### src/rtl/rcf_pkg.sv
package rcf_pkg;
    localparam int REG_W   = 8;
    localparam int NUM_SRC = 4;
    // Source index -> register bit position (read by firmware)
    localparam int SRC_BIT [NUM_SRC] = '{0, 1, 3, 4};
    localparam logic [REG_W-1:0] LIVE_MASK = 8'h1B;

    typedef enum logic {
        FLG_CLEAR = 1'b0,
        FLG_SET   = 1'b1
    } flag_st_e;
endpackage

### src/rtl/rcf_flag_cell.sv
module rcf_flag_cell
    import rcf_pkg::*;
#(
    parameter flag_st_e RST_ST = FLG_CLEAR
) (
    input  logic clk,
    input  logic por_rst_n,
    input  logic set_evt,
    input  logic clr_req,
    output logic flag_o
);
    flag_st_e st_q, st_d;

    always_ff @(posedge clk or negedge por_rst_n) begin
        if (!por_rst_n) st_q <= RST_ST;
        else            st_q <= st_d;
    end

    always_comb begin
        st_d = st_q;
        unique case (st_q)
            FLG_CLEAR: if (set_evt) st_d = FLG_SET;
            FLG_SET:   if (clr_req && !set_evt) st_d = FLG_CLEAR;
            default:   st_d = FLG_CLEAR;
        endcase
    end

    always_comb flag_o = (st_q == FLG_SET);
endmodule

### src/rtl/rcf_readback.sv
module rcf_readback #(
    parameter int W = 8
) (
    input  logic         rd_en,
    input  logic [W-1:0] flags,
    input  logic [W-1:0] live_mask,
    output logic [W-1:0] rdata
);
    always_comb rdata = rd_en ? (flags & live_mask) : '0;
endmodule

### src/rtl/rst_cause_reg.sv
module rst_cause_reg
    import rcf_pkg::*;
(
    input  logic             clk,
    input  logic             por_rst_n,
    input  logic             evt_por,
    input  logic             evt_ext,
    input  logic             evt_wdt,
    input  logic             evt_dbg,
    input  logic             reg_rd,
    input  logic             reg_wr,
    input  logic [REG_W-1:0] reg_wdata,
    output logic [REG_W-1:0] reg_rdata
);
    logic [NUM_SRC-1:0] evt_v;
    logic [NUM_SRC-1:0] cell_q;
    logic [REG_W-1:0]   flags_q;

    assign evt_v = {evt_dbg, evt_wdt, evt_ext, evt_por};

    for (genvar i = 0; i < NUM_SRC; i++) begin : g_src
        logic clr_req;
        assign clr_req = reg_wr && !reg_wdata[SRC_BIT[i]];
        rcf_flag_cell #(
            .RST_ST((i == 0) ? FLG_SET : FLG_CLEAR)
        ) u_cell (
            .clk      (clk),
            .por_rst_n(por_rst_n),
            .set_evt  (evt_v[i]),
            .clr_req  (clr_req),
            .flag_o   (cell_q[i])
        );
    end

    always_comb begin
        flags_q = '0;
        for (int i = 0; i < NUM_SRC; i++) flags_q[SRC_BIT[i]] = cell_q[i];
    end

    rcf_readback #(.W(REG_W)) u_rb (
        .rd_en    (reg_rd),
        .flags    (flags_q),
        .live_mask(LIVE_MASK),
        .rdata    (reg_rdata)
    );
endmodule

### config.mk
export PLATFORM = sky130hd
export DESIGN_NAME = rst_cause_reg
export DESIGN_NICKNAME = d
export VERILOG_FILES = /design/src/rtl/rcf_pkg.sv /design/src/rtl/rcf_flag_cell.sv /design/src/rtl/rcf_readback.sv /design/src/rtl/rst_cause_reg.sv
export SDC_FILE = /design/constraint.sdc
export NUM_CORES = 1
export LEC_CHECK = 0
export BUFFER_PORTS_ARGS = -buffer_cell sky130_fd_sc_hd__buf_2
export CAP_MARGIN = 5
export CORE_AREA = 5 5 42 44
export DETAILED_ROUTE_END_ITERATION = 7
export DIE_AREA = 0 0 47 49
export PLACE_DENSITY = 0.45
export SYNTH_ARGS = -nofsm -noshare
export SYNTH_HDL_FRONTEND = slang
export SYNTH_SLANG_ARGS = --single-unit
### constraint.sdc
create_clock -name clk -period 1.3 [get_ports clk]
set_clock_uncertainty 0.15 [all_clocks]
set_input_delay 0.13 -clock clk [delete_from_list [all_inputs] [get_ports clk]]
set_output_delay 0.13 -clock clk [all_outputs]
set_load 0.02 [all_outputs]
==> out/results.txt, run 1 <==
Yosys synthesis warning count: 0. The path with the worst hold slack has its endpoint at g_src[3].u_cell.flag_o. During placement, the flow inserted port buffers numbering 15. For this run the aggregate overflow at the end of global routing stands at 0. The reg-to-reg endpoint was g_src[0].u_cell.flag_o. The analysis attributes to cell leakage a power of 0.189 nW. The filler cells instantiated in the layout total 159.

Data arrival time at the worst-slack endpoint: 0.99 ns. The die is 49 um tall. The layout-stage area growth over the synthesis result was 75.0%. The count of final setup violators is 0, and the post-synthesis register bit count is 4. The type of element capturing the critical path is an output pin. The proportion of power drawn by flip-flops and latches was 35.1%.

Of the post-synthesis cell area, the dominant cell type holds 34.9%. The tools report the max-slew violation count as 0. The path type of the worst setup path is reg -> out.

Counting instances, the worst hold path has a depth of 3. The startpoint of the tightest hold check path is reg_wdata[4]. The cell depth of the worst flop-to-flop path is 1, and the switching power is 0.000102 W.

Internal power comes to 0.000295 W. Per report_power, the combinational group accounts for 21.7% of the total. The logs give 0 for the post-route antenna net violation count and 101 um2 for the register cell area after layout.

The die span in x works out to 47 um. Routability-driven placement finished with a final weighted congestion of 0.617. Broken down by cell family, the worst path's largest delay share belongs to flip-flops. Along the worst path, the maximum fanout reaches 2. The worst hold slack came out at 0.0298 ns. Setup repair after global routing could not meet its margin everywhere. The core region is 1400 um2. In the final routed layout, each cell accounts on average for 9.43 um. In the final layout, the multi-input gates occupy 97.6 um2. The tools report the total wire length after detailed routing as 566 um. The worst setup path is launched from a flop. The final clock period utilization by the worst path is 97.4%.

The number of distinct library cell variants in the gate-level netlist after synthesis was 7. The flow ran to the end, and the final reports show no timing, DRC or antenna violations. The summed instance area of the synthesized netlist was 215 um2; the largest net degree at the start of global routing was 5. The mean area per synthesized cell works out to 10.2 um2. Final period demand of the worst path: 1.27 ns.

In the final layout, the share of cells above drive strength 1 is 45.5%. The total buffers and inverters traversed by the critical path was 1; the depth of the CTS H-tree was 1. At the worst endpoint, the required time is 1.02 ns. After clock tree synthesis, the setup repair step added 0 buffers. The iteration count of the initial detailed-routing pass came out at 4. Number of standard cells in the layout, taps in and fillers out: 60.

The clock group share of total power is 43.2%. The first global-routing pass estimated 903 um of wire. The initialized floorplan defines 14 standard-cell rows. The number of flip-flops in the largest register came out at 4.

The residual DRC count was 0; the source-to-sink clock delay at the later pin of the worst-skew pair was 0.23 ns. The boundary pin count was 24. The run gives 0.790 GHz as the achievable clock frequency. The synthesized design spends more area on one cell type than any other, namely dfrtp_1.

The via count of the first global-routing pass was 216; the CTS buffer count was 3. The initial antenna violation count was 0; the reg2reg setup slack was 0.48 ns. The run gives 21 as the post-synthesis cell count. The largest individual stage delay along the critical path comes from the cell dfstp_2.

The die outline area was 2300 um2. The via density per instance is 3.55. In this run the critical register-to-register path is launched from g_src[0].u_cell.flag_o. Maximum resistive drop on vdd: 0.711 mV.

The repair_antennas step left the layout with diodes totalling 0. The maximum cell stage delay along the critical path is 0.52 ns, and the power density over the cells is 1050 nW/um2. Across all layers, the routed design uses 213 vias. The clock net in this run drives a total of 4 sinks.

The first routing iteration left 4 violations. The design draws 0.000397 W. TritonCTS built the clock tree.

The starting density of the core came out at 15.4%. After synthesis, the cell types taking the most area are dfrtp_1 35%, a21o_1 14%, buf_4 14%, dfstp_2 12%, and2_1 12%. The cell sitting at the root of the clock tree is a clkbuf_4. Class of the worst hold path: in -> reg.

Number of hold violations in the final report: 0. After synthesis, flip-flops and latches occupy 47.1% of the total area. In the final design database the tool counted 61 nets.

Net switching is 25.6% of the power. The clock passes through at most 2 buffers. The total instance count after detailed placement is 51, and the clock transition time at the flip-flop clock pins of the worst setup and hold paths is 0.04 ns.

For the max capacitance violation total, the log shows 0. Walking the worst path, the cells encountered are and2_4, buf_6. The run gives 5.86% as the global-route usage over all layers.
-- synth_stat cells (all sizes together) --
cell,instances
a21o,4
and2,4
buf,4
conb,1
dfrtp,3
dfstp,1
nand2b,4
-- final cells by class --
type,count,share of cell area [%]
Clock buffer,4,6.98
Multi-Input combinational cell,16,25.9
Sequential cell,4,26.9
Timing Repair Buffer,20,34.9
Tap cell,16,5.32
-- power groups by stage --
stage               Combinational [W]  Sequential [W]  Clock, W
global route                0.0000940        0.000140  0.000193
detailed placement          0.0000701        0.000141         0
floorplan                   0.0000491        0.000139         0
finish                      0.0000861        0.000139  0.000171
CTS                         0.0000832        0.000139  0.000179
global placement            0.0000699        0.000141         0
-- how the worst max path moves through the flow --
stage | start | end | slack [ns] | cells past startpoint
4_1_cts | g_src[0].u_cell.flag_o | reg_rdata[0] | 0.01 | 2
3_3_place_gp | g_src[0].u_cell.flag_o | reg_rdata[0] | 0.25 | 2
6_report | g_src[0].u_cell.flag_o | reg_rdata[0] | 0.03 | 2
5_1_grt | g_src[0].u_cell.flag_o | reg_rdata[0] | -0.005 | 2
3_5_place_dp | g_src[0].u_cell.flag_o | reg_rdata[0] | 0.25 | 2
2_1_floorplan | g_src[0].u_cell.flag_o | reg_rdata[0] | 0.29 | 1
-- cells in the final DEF (no fill, tap or decap) --
master         netlist  final
buf_6                0      1
buf_2                0     14
and2_1               4      3
a21o_1               4      4
dfrtp_1              3      3
dfstp_2              1      1
conb_1               1      4
and2_4               0      1
nand2b_1             4      4
dlygate4sd3_1        0      5
clkbuf_4             0      3
clkbuf_1             0      1
-- logic make-up after synthesis --
| kind of cell | synth area share, % |
|---|---|
| simple gates | 23.3 |
| compound gates | 14.0 |
| flops | 47.1 |
| buf+inv | 14.0 |
| other cells | 1.74 |
-- per-stage QoR --
step                utilization (%)  cell area (um2)  setup slack (ns)   TNS, ns
floorplan                         -              226             0.294         0
global placement               20.8              292             0.249         0
detailed placement             20.8              292             0.248         0
CTS                            26.4              370            0.0100         0
global route                   26.9              377          -0.00516  -0.00516
finish                         26.9              377            0.0343         0
-- per-layer routing --
layer	vias to the layer above	GRT usage (%)	share of wire (%)
li1	104	-	-
met1	93	6.42	39
met2	16	7.24	44
met3	0	5.90	16
met4	0	2.76	0
met5	-	0	0
-- repair_timing --
item	CTS	global route
hold endpoints to repair	8	0
gates resized for setup	1	2
pin swaps	0	1
hold buffers	5	0
endpoints found under the setup margin	1	1
(Power assumes the default switching activity.)
==> run 2, diff against run 1 <==
--- a/config.mk
+++ b/config.mk
@@ -5,12 +5,13 @@
 export SDC_FILE = /design/constraint.sdc
 export NUM_CORES = 1
 export LEC_CHECK = 0
-export BUFFER_PORTS_ARGS = -buffer_cell sky130_fd_sc_hd__buf_2
+export BUFFER_PORTS_ARGS = -buffer_cell sky130_fd_sc_hd__clkbuf_2
 export CAP_MARGIN = 5
 export CORE_AREA = 5 5 42 44
 export DETAILED_ROUTE_END_ITERATION = 7
 export DIE_AREA = 0 0 47 49
 export PLACE_DENSITY = 0.45
+export SLEW_MARGIN = 5
 export SYNTH_ARGS = -nofsm -noshare
 export SYNTH_HDL_FRONTEND = slang
 export SYNTH_SLANG_ARGS = --single-unit
==> run 2 against run 1 <==
Net effect:
- die area unchanged
- worst hold slack improved by 0.0031 ns
- wire length decreased by 2.1%
- first-iteration DRC count decreased by 100%
- cell count unchanged
- combinational power increased by 2.6%
- via count unchanged
- largest power group unchanged
- critical path type unchanged
- cell area increased by 1.0%
==> out/results.txt, run 2 (synthesized netlist as in run 1, its figures left out) <==
The tools report the initial antenna violation count as 0 (unchanged). The boundary pin count was 24 (unchanged); the depth of the CTS H-tree was 1 (unchanged). The final setup slack of the worst path is 0.0325 ns (was 0.0343 ns). For the global-route wire length before repair, the log shows 931 um (was 903 um). CTS buffer count: 3 (unchanged). Path type of the worst setup path: reg -> out (unchanged). The floorplan core area was 1400 um2 (unchanged). Final clock period utilization by the worst path: 97.5% (was 97.4%). Maximum cell stage delay along the critical path: 0.52 ns (about the same). Maximum resistive drop on vdd: 0.549 mV (was 0.711 mV). The count of input and output buffers was 15 (unchanged); the iteration count of the initial detailed-routing pass was 1 (was 4). The peak fanout along the critical path works out to 2 (unchanged). The tools report the global-route usage over all layers as 6.01% (was 5.86%). The power density over the cells is 1040 nW/um2 (was 1050 nW/um2). The setup slack after placement was 0.240 ns (was 0.248 ns).

The cell at the root of the clock tree was clkbuf_4 (unchanged). The routed wire length per instance is 9.23 um (was 9.43 um). The type of element capturing the critical path was an output pin (unchanged). Setup repair after global routing could not meet its margin everywhere. The number of antenna diodes was 0 (unchanged). The tools report the post-route antenna net violation count as 0 (unchanged).

The total wire length after detailed routing was 554 um (was 566 um); the count of final setup violators was 0 (unchanged). The vertical die dimension is 49 um (unchanged), and the ratio of cells with drive above 1 in the final layout is 45.5% (unchanged). Number of hold violations in the final report: 0 (unchanged). The weighted congestion reported at the end of routability-driven placement was 0.617 (about the same). Ordered cell list for the critical path: and2_4, buf_8 (was and2_4, buf_6). The logs give 380 um2 (was 377 um2) for the post-layout instance area and 0 (unchanged) for the total congestion overflow after global routing. Buffer levels on the longest clock path: 2 (unchanged). Most frequent standard cell in the layout excluding fill and tap cells: clkbuf_2 (was buf_2). The critical path launch point type is a flop (unchanged). For the data arrival time at the worst-slack endpoint, the log shows 0.99 ns (about the same). The tools report the reg-to-reg endpoint as g_src[0].u_cell.flag_o (unchanged). The source-to-sink clock delay at the later pin of the worst-skew pair is 0.23 ns (about the same), and the achievable clock frequency is 0.789 GHz (was 0.790 GHz). For the number of placement rows, the log shows 14 (unchanged). For the residual DRC count, the log shows 0 (unchanged). The timing endpoint of the critical path was reg_rdata[0] (unchanged). The via count of the first global-routing pass is 217 (was 216).

The tools report the reg-to-reg critical path startpoint as g_src[0].u_cell.flag_o (unchanged). The tools report the number of standard cells in the layout, taps in and fillers out as 60 (unchanged). Top library cells by usage in the layout, fill and taps aside: 14 x clkbuf_2, 5 x dlygate4sd3_1, 4 x nand2b_1, 4 x a21o_1, 4 x conb_1 (was 14 x buf_2, 5 x dlygate4sd3_1, 4 x nand2b_1, 4 x a21o_1, 4 x conb_1). The run gives 0.000397 W (about the same) as the overall power consumption. For the worst hold slack, the log shows 0.0329 ns (was 0.0298 ns). The starting density of the core was 15.4% (unchanged); the post-detailed-placement cell area was 292 um2 (unchanged). The run finished with clean final reports.

The layout-stage area growth over the synthesis result is 76.7% (was 75.0%). The buffer count from post-CTS setup fixing is 0 (unchanged). The reg2reg setup slack was 0.48 ns (about the same).

The final period demand of the worst path was 1.27 ns (about the same); the leakage power total was 0.192 nW (was 0.189 nW). The die span in x was 47 um (unchanged); the max capacitance violation total was 0 (unchanged). The via density per instance is 3.55 (unchanged). The number of vias after detailed routing is 213 (unchanged).

The tools report the critical path startpoint as g_src[0].u_cell.flag_o (unchanged). For the largest net degree at the start of global routing, the log shows 5 (unchanged). The tools report the max-slew violation count as 0 (unchanged). Number of flip-flops in the largest register: 4 (unchanged). The class of the worst hold path was in -> reg (unchanged). The cell depth of the worst flop-to-flop path was 1 (unchanged); the total instance count after detailed placement was 51 (unchanged).

The tools report the number of design-rule violations left by the first detailed-router iteration as 0 (was 4). TritonCTS built the clock tree. Die outline area: 2300 um2 (unchanged). The clock transition time at the flip-flop clock pins of the worst setup and hold paths is 0.04 ns (about the same), and the final-stage net count is 61 (unchanged). The endpoint required time on the critical path is 1.02 ns (about the same), and the count of clock tree sinks is 4 (unchanged). Library cell contributing the largest single delay on the critical path: dfstp_2 (unchanged).
[run 2: worst min-delay path by stage]
| stage | start | end | cells past startpoint |
|---|---|---|---|
| global route | reg_wdata[3] | g_src[2].u_cell.flag_o | 3 |
| floorplan | por_rst_n | g_src[1].u_cell.flag_o | 0 |
| CTS | reg_wdata[3] | g_src[2].u_cell.flag_o | 3 |
| global placement | por_rst_n | g_src[3].u_cell.flag_o | 1 |
| detailed placement | por_rst_n | g_src[3].u_cell.flag_o | 1 |
| finish | reg_wdata[3] | g_src[2].u_cell.flag_o | 3 |
[run 2: per-layer routing]
metal | part of all wire, % | track usage, % | wire length (um) | vias to the layer above
met3 | 16 | 6.27 | 91 | 0
li1 | - | - | - | 105
met2 | 44 | 6.79 | 243 | 16
met1 | 39 | 7.11 | 218 | 92
met5 | 0 | 0 | 0 | -
met4 | 0 | 2.76 | 0 | 0
[run 2: repair_timing]
item | CTS | global route
gates resized for setup | 3 | 1
setup endpoints to repair | 1 | 1
endpoints found under the hold margin | 8 | 0
hold buffers | 5 | 0
pin swaps | 1 | 0
[run 2: critical path: cells and delay by family, from the launching register on]
kind / cells / cell delay, ns
DFF: 1 / 0.52
buffers and inverters: 1 / 0.10
and+or+nand+nor: 1 / 0.13
[run 2: per-stage QoR]
step | TNS, ns | utilization, %
after global placement | 0 | 20.8
after detailed placement | 0 | 20.8
after global routing | -0.0122 | 27.1
final | 0 | 27.1
after CTS | -0.00472 | 27.1
after floorplan | 0 | -
[run 2: area by class of cell]
class,count,area (um2)
Clock buffer,4,26.3
Fill cell,156,1020
Multi-Input combinational cell,16,97.6
Sequential cell,4,101
Tap cell,16,20.0
Timing Repair Buffer,20,135
[run 2: report_power, final]
part / total [W] / switching, W / internal (W)
combinational: 0.0000883 / 0.0000422 / 0.0000461
clock: 0.000170 / 0.0000546 / 0.000115
sequential: 0.000139 / 0.00000416 / 0.000135
total: 0.000397 / 0.000101 / 0.000296
==> run 3, diff against run 2 <==
--- a/config.mk
+++ b/config.mk
@@ -10,7 +10,7 @@
 export CORE_AREA = 5 5 42 44
 export DETAILED_ROUTE_END_ITERATION = 7
 export DIE_AREA = 0 0 47 49
-export PLACE_DENSITY = 0.45
+export PLACE_DENSITY = 0.52
 export SLEW_MARGIN = 5
 export SYNTH_ARGS = -nofsm -noshare
 export SYNTH_HDL_FRONTEND = slang
==> run 3 against run 2 <==
Net effect:
- cell area stayed put
- worst hold slack better by 0.0067 ns
- global-route usage fell by 0.92 points
- wire length shrank 11%
- core utilization unchanged
- cell count stayed put
- fmax about the same
- die area stayed put
- via count fell by 5.2%
- highest routed layer unchanged
==> out/results.txt, run 3 (synthesized netlist as in run 1, its figures left out) <==
The peak fanout along the critical path is 2 (unchanged), and the summed negative setup slack over all endpoints is 0 ns (unchanged). The routed wire length per instance works out to 8.20 um (was 9.23 um). The run gives 0.244 ns (was 0.240 ns) as the setup slack after placement. Path type of the worst setup path: reg -> out (unchanged). Class of the worst hold path: in -> reg (unchanged). Die span in x: 47 um (unchanged). Final clock period utilization by the worst path: 97.4% (was 97.5%).

Number of antenna diodes: 0 (unchanged). The flow ran to the end, and the final reports show no timing, DRC or antenna violations. The number of design-rule violations left by the first detailed-router iteration is 0 (unchanged).

The die outline area was 2300 um2 (unchanged); the count of input and output buffers was 15 (unchanged). Total wire length after detailed routing: 492 um (was 554 um). The data arrival time at the worst-slack endpoint came out at 0.99 ns (about the same). Top library cells by usage in the layout, fill and taps aside: 14 x clkbuf_2, 5 x dlygate4sd3_1, 4 x nand2b_1, 4 x a21o_1, 4 x conb_1 (unchanged). The global-route usage over all layers is 5.09% (was 6.01%), and the count of final setup violators is 0 (unchanged). The weighted congestion reported at the end of routability-driven placement is 0.596 (was 0.617). The reg-to-reg endpoint was g_src[0].u_cell.flag_o (unchanged).

The maximum cell stage delay along the critical path is 0.52 ns (about the same), and the number of flip-flops in the largest register is 4 (unchanged). The critical path launch point type is a flop (unchanged). The initial antenna violation count was 0 (unchanged). Count of clock tree sinks: 4 (unchanged). The clock transition time at the flip-flop clock pins of the worst setup and hold paths is 0.04 ns (about the same). The layout-stage area growth over the synthesis result was 76.7% (unchanged); the endpoint required time on the critical path was 1.02 ns (about the same). Buffer levels on the longest clock path: 2 (unchanged).

The tools report the boundary pin count as 24 (unchanged). Setup repair after global routing left no endpoint under its margin. The tools report the reg-to-reg critical path startpoint as g_src[0].u_cell.flag_o (unchanged).

The residual DRC count came out at 0 (unchanged). The via count of the first global-routing pass is 200 (was 217). The post-route antenna net violation count came out at 0 (unchanged). TritonCTS built the clock tree.

The CTS buffer count was 3 (unchanged). The run gives 61 (unchanged) as the final-stage net count. The post-route core utilization was 27.1% (unchanged). The number of vias after detailed routing came out at 202 (was 213).

The power density over the cells came out at 1030 nW/um2 (was 1040 nW/um2). The ratio of cells with drive above 1 in the final layout is 45.5% (unchanged), and the cell depth of the worst flop-to-flop path is 1 (unchanged). The largest net degree at the start of global routing is 5 (unchanged). The source-to-sink clock delay at the later pin of the worst-skew pair came out at 0.23 ns (about the same).

The run gives 0 (unchanged) as the number of hold violations in the final report. The most frequent standard cell in the layout excluding fill and tap cells is clkbuf_2 (unchanged). The via density per instance came out at 3.37 (was 3.55). The count of cell instances traversed by the critical path works out to 2 (unchanged). The final setup slack of the worst path is 0.0335 ns (was 0.0325 ns), and the number of cells on the worst hold path is 3 (unchanged). The starting density of the core was 15.4% (unchanged); the total buffers and inverters traversed by the critical path was 1 (unchanged). Ordered cell list for the critical path: and2_4, buf_8 (unchanged).

The type of element capturing the critical path was an output pin (unchanged). The run gives 0 (unchanged) as the max-slew violation count. The number of placement rows is 14 (unchanged).

The final period demand of the worst path came out at 1.27 ns (about the same). The floorplan core area was 1400 um2 (unchanged). The startpoint of the tightest hold check path is reg_wdata[1] (was reg_wdata[3]). The total congestion overflow after global routing was 0 (unchanged); the iteration count of the initial detailed-routing pass was 1 (unchanged).

For the achievable clock frequency, the log shows 0.790 GHz (was 0.789 GHz). The logs give 759 um (was 931 um) for the global-route wire length before repair and 0.192 nW (about the same) for the leakage power total. Depth of the CTS H-tree: 1 (unchanged). Worst min-delay path endpoint: g_src[1].u_cell.flag_o (was g_src[2].u_cell.flag_o). The vertical die dimension works out to 49 um (unchanged).

The cell at the root of the clock tree was clkbuf_4 (unchanged). Maximum resistive drop on vdd: 0.216 mV (was 0.549 mV). The reg2reg setup slack is 0.47 ns (was 0.48 ns). Family of cells with the greatest summed delay on the critical path: flip-flops (unchanged).

Library cell contributing the largest single delay on the critical path: dfstp_2 (unchanged). The max capacitance violation total came out at 0 (unchanged). The critical path startpoint is g_src[0].u_cell.flag_o (unchanged).
[run 3: cell counts in the layout (fill, tap and decap cells not counted)]
No cell type changed its count.
[run 3: how the worst max path moves through the flow]
stage                         endpoint  slack (ns)
after floorplan           reg_rdata[0]        0.29
after CTS                 reg_rdata[0]      0.0003
after detailed placement  reg_rdata[0]        0.24
final                     reg_rdata[0]        0.03
after global routing      reg_rdata[0]        0.02
after global placement    reg_rdata[0]        0.25
[run 3: cell type report]
class	count	area [um2]
Timing Repair Buffer	20	135
Clock buffer	4	26.3
Sequential cell	4	101
Multi-Input combinational cell	16	97.6
Fill cell	157	1020
Tap cell	16	20.0
[run 3: through the flow]
step / hold slack (ns) / instance area (um2) / std cells / total power [W]
after floorplan: -0.316 / 226 / 24 / 0.000188
after detailed placement: -0.207 / 292 / 51 / 0.000210
after CTS: 0.0340 / 379 / 60 / 0.000403
final: 0.0396 / 380 / 60 / 0.000392
after global placement: -0.211 / 292 / 51 / 0.000210
after global routing: 0.0592 / 380 / 60 / 0.000419
[run 3: power breakdown]
part	leakage, nW	internal, W	switching (W)	total, W
clock network	0.0150	0.000115	0.0000505	0.000166
registers	0.0406	0.000135	0.00000359	0.000139
logic	0.137	0.0000460	0.0000417	0.0000878
[run 3: layer usage]
layer	global-route usage, %	wire length (um)	up-vias
li1	-	-	104
met2	6.79	255	12
met1	4.67	146	86
met5	0	0	-
met4	5.53	0	0
met3	3.32	89	0
[run 3: what timing repair did]
| item | CTS | global route |
|---|---|---|
| pin swaps | 0 | 0 |
| hold endpoints to repair | 8 | 0 |
| endpoints found under the setup margin | 1 | 1 |
| hold buffers | 5 | 0 |
| buffers inserted | 0 | 0 |
| gates resized for setup | 3 | 1 |
[run 3: tightest hold or removal path, stage by stage]
cell      delay, ns
clkbuf_2       0.07
nand2b_1       0.08
a21o_1         0.11
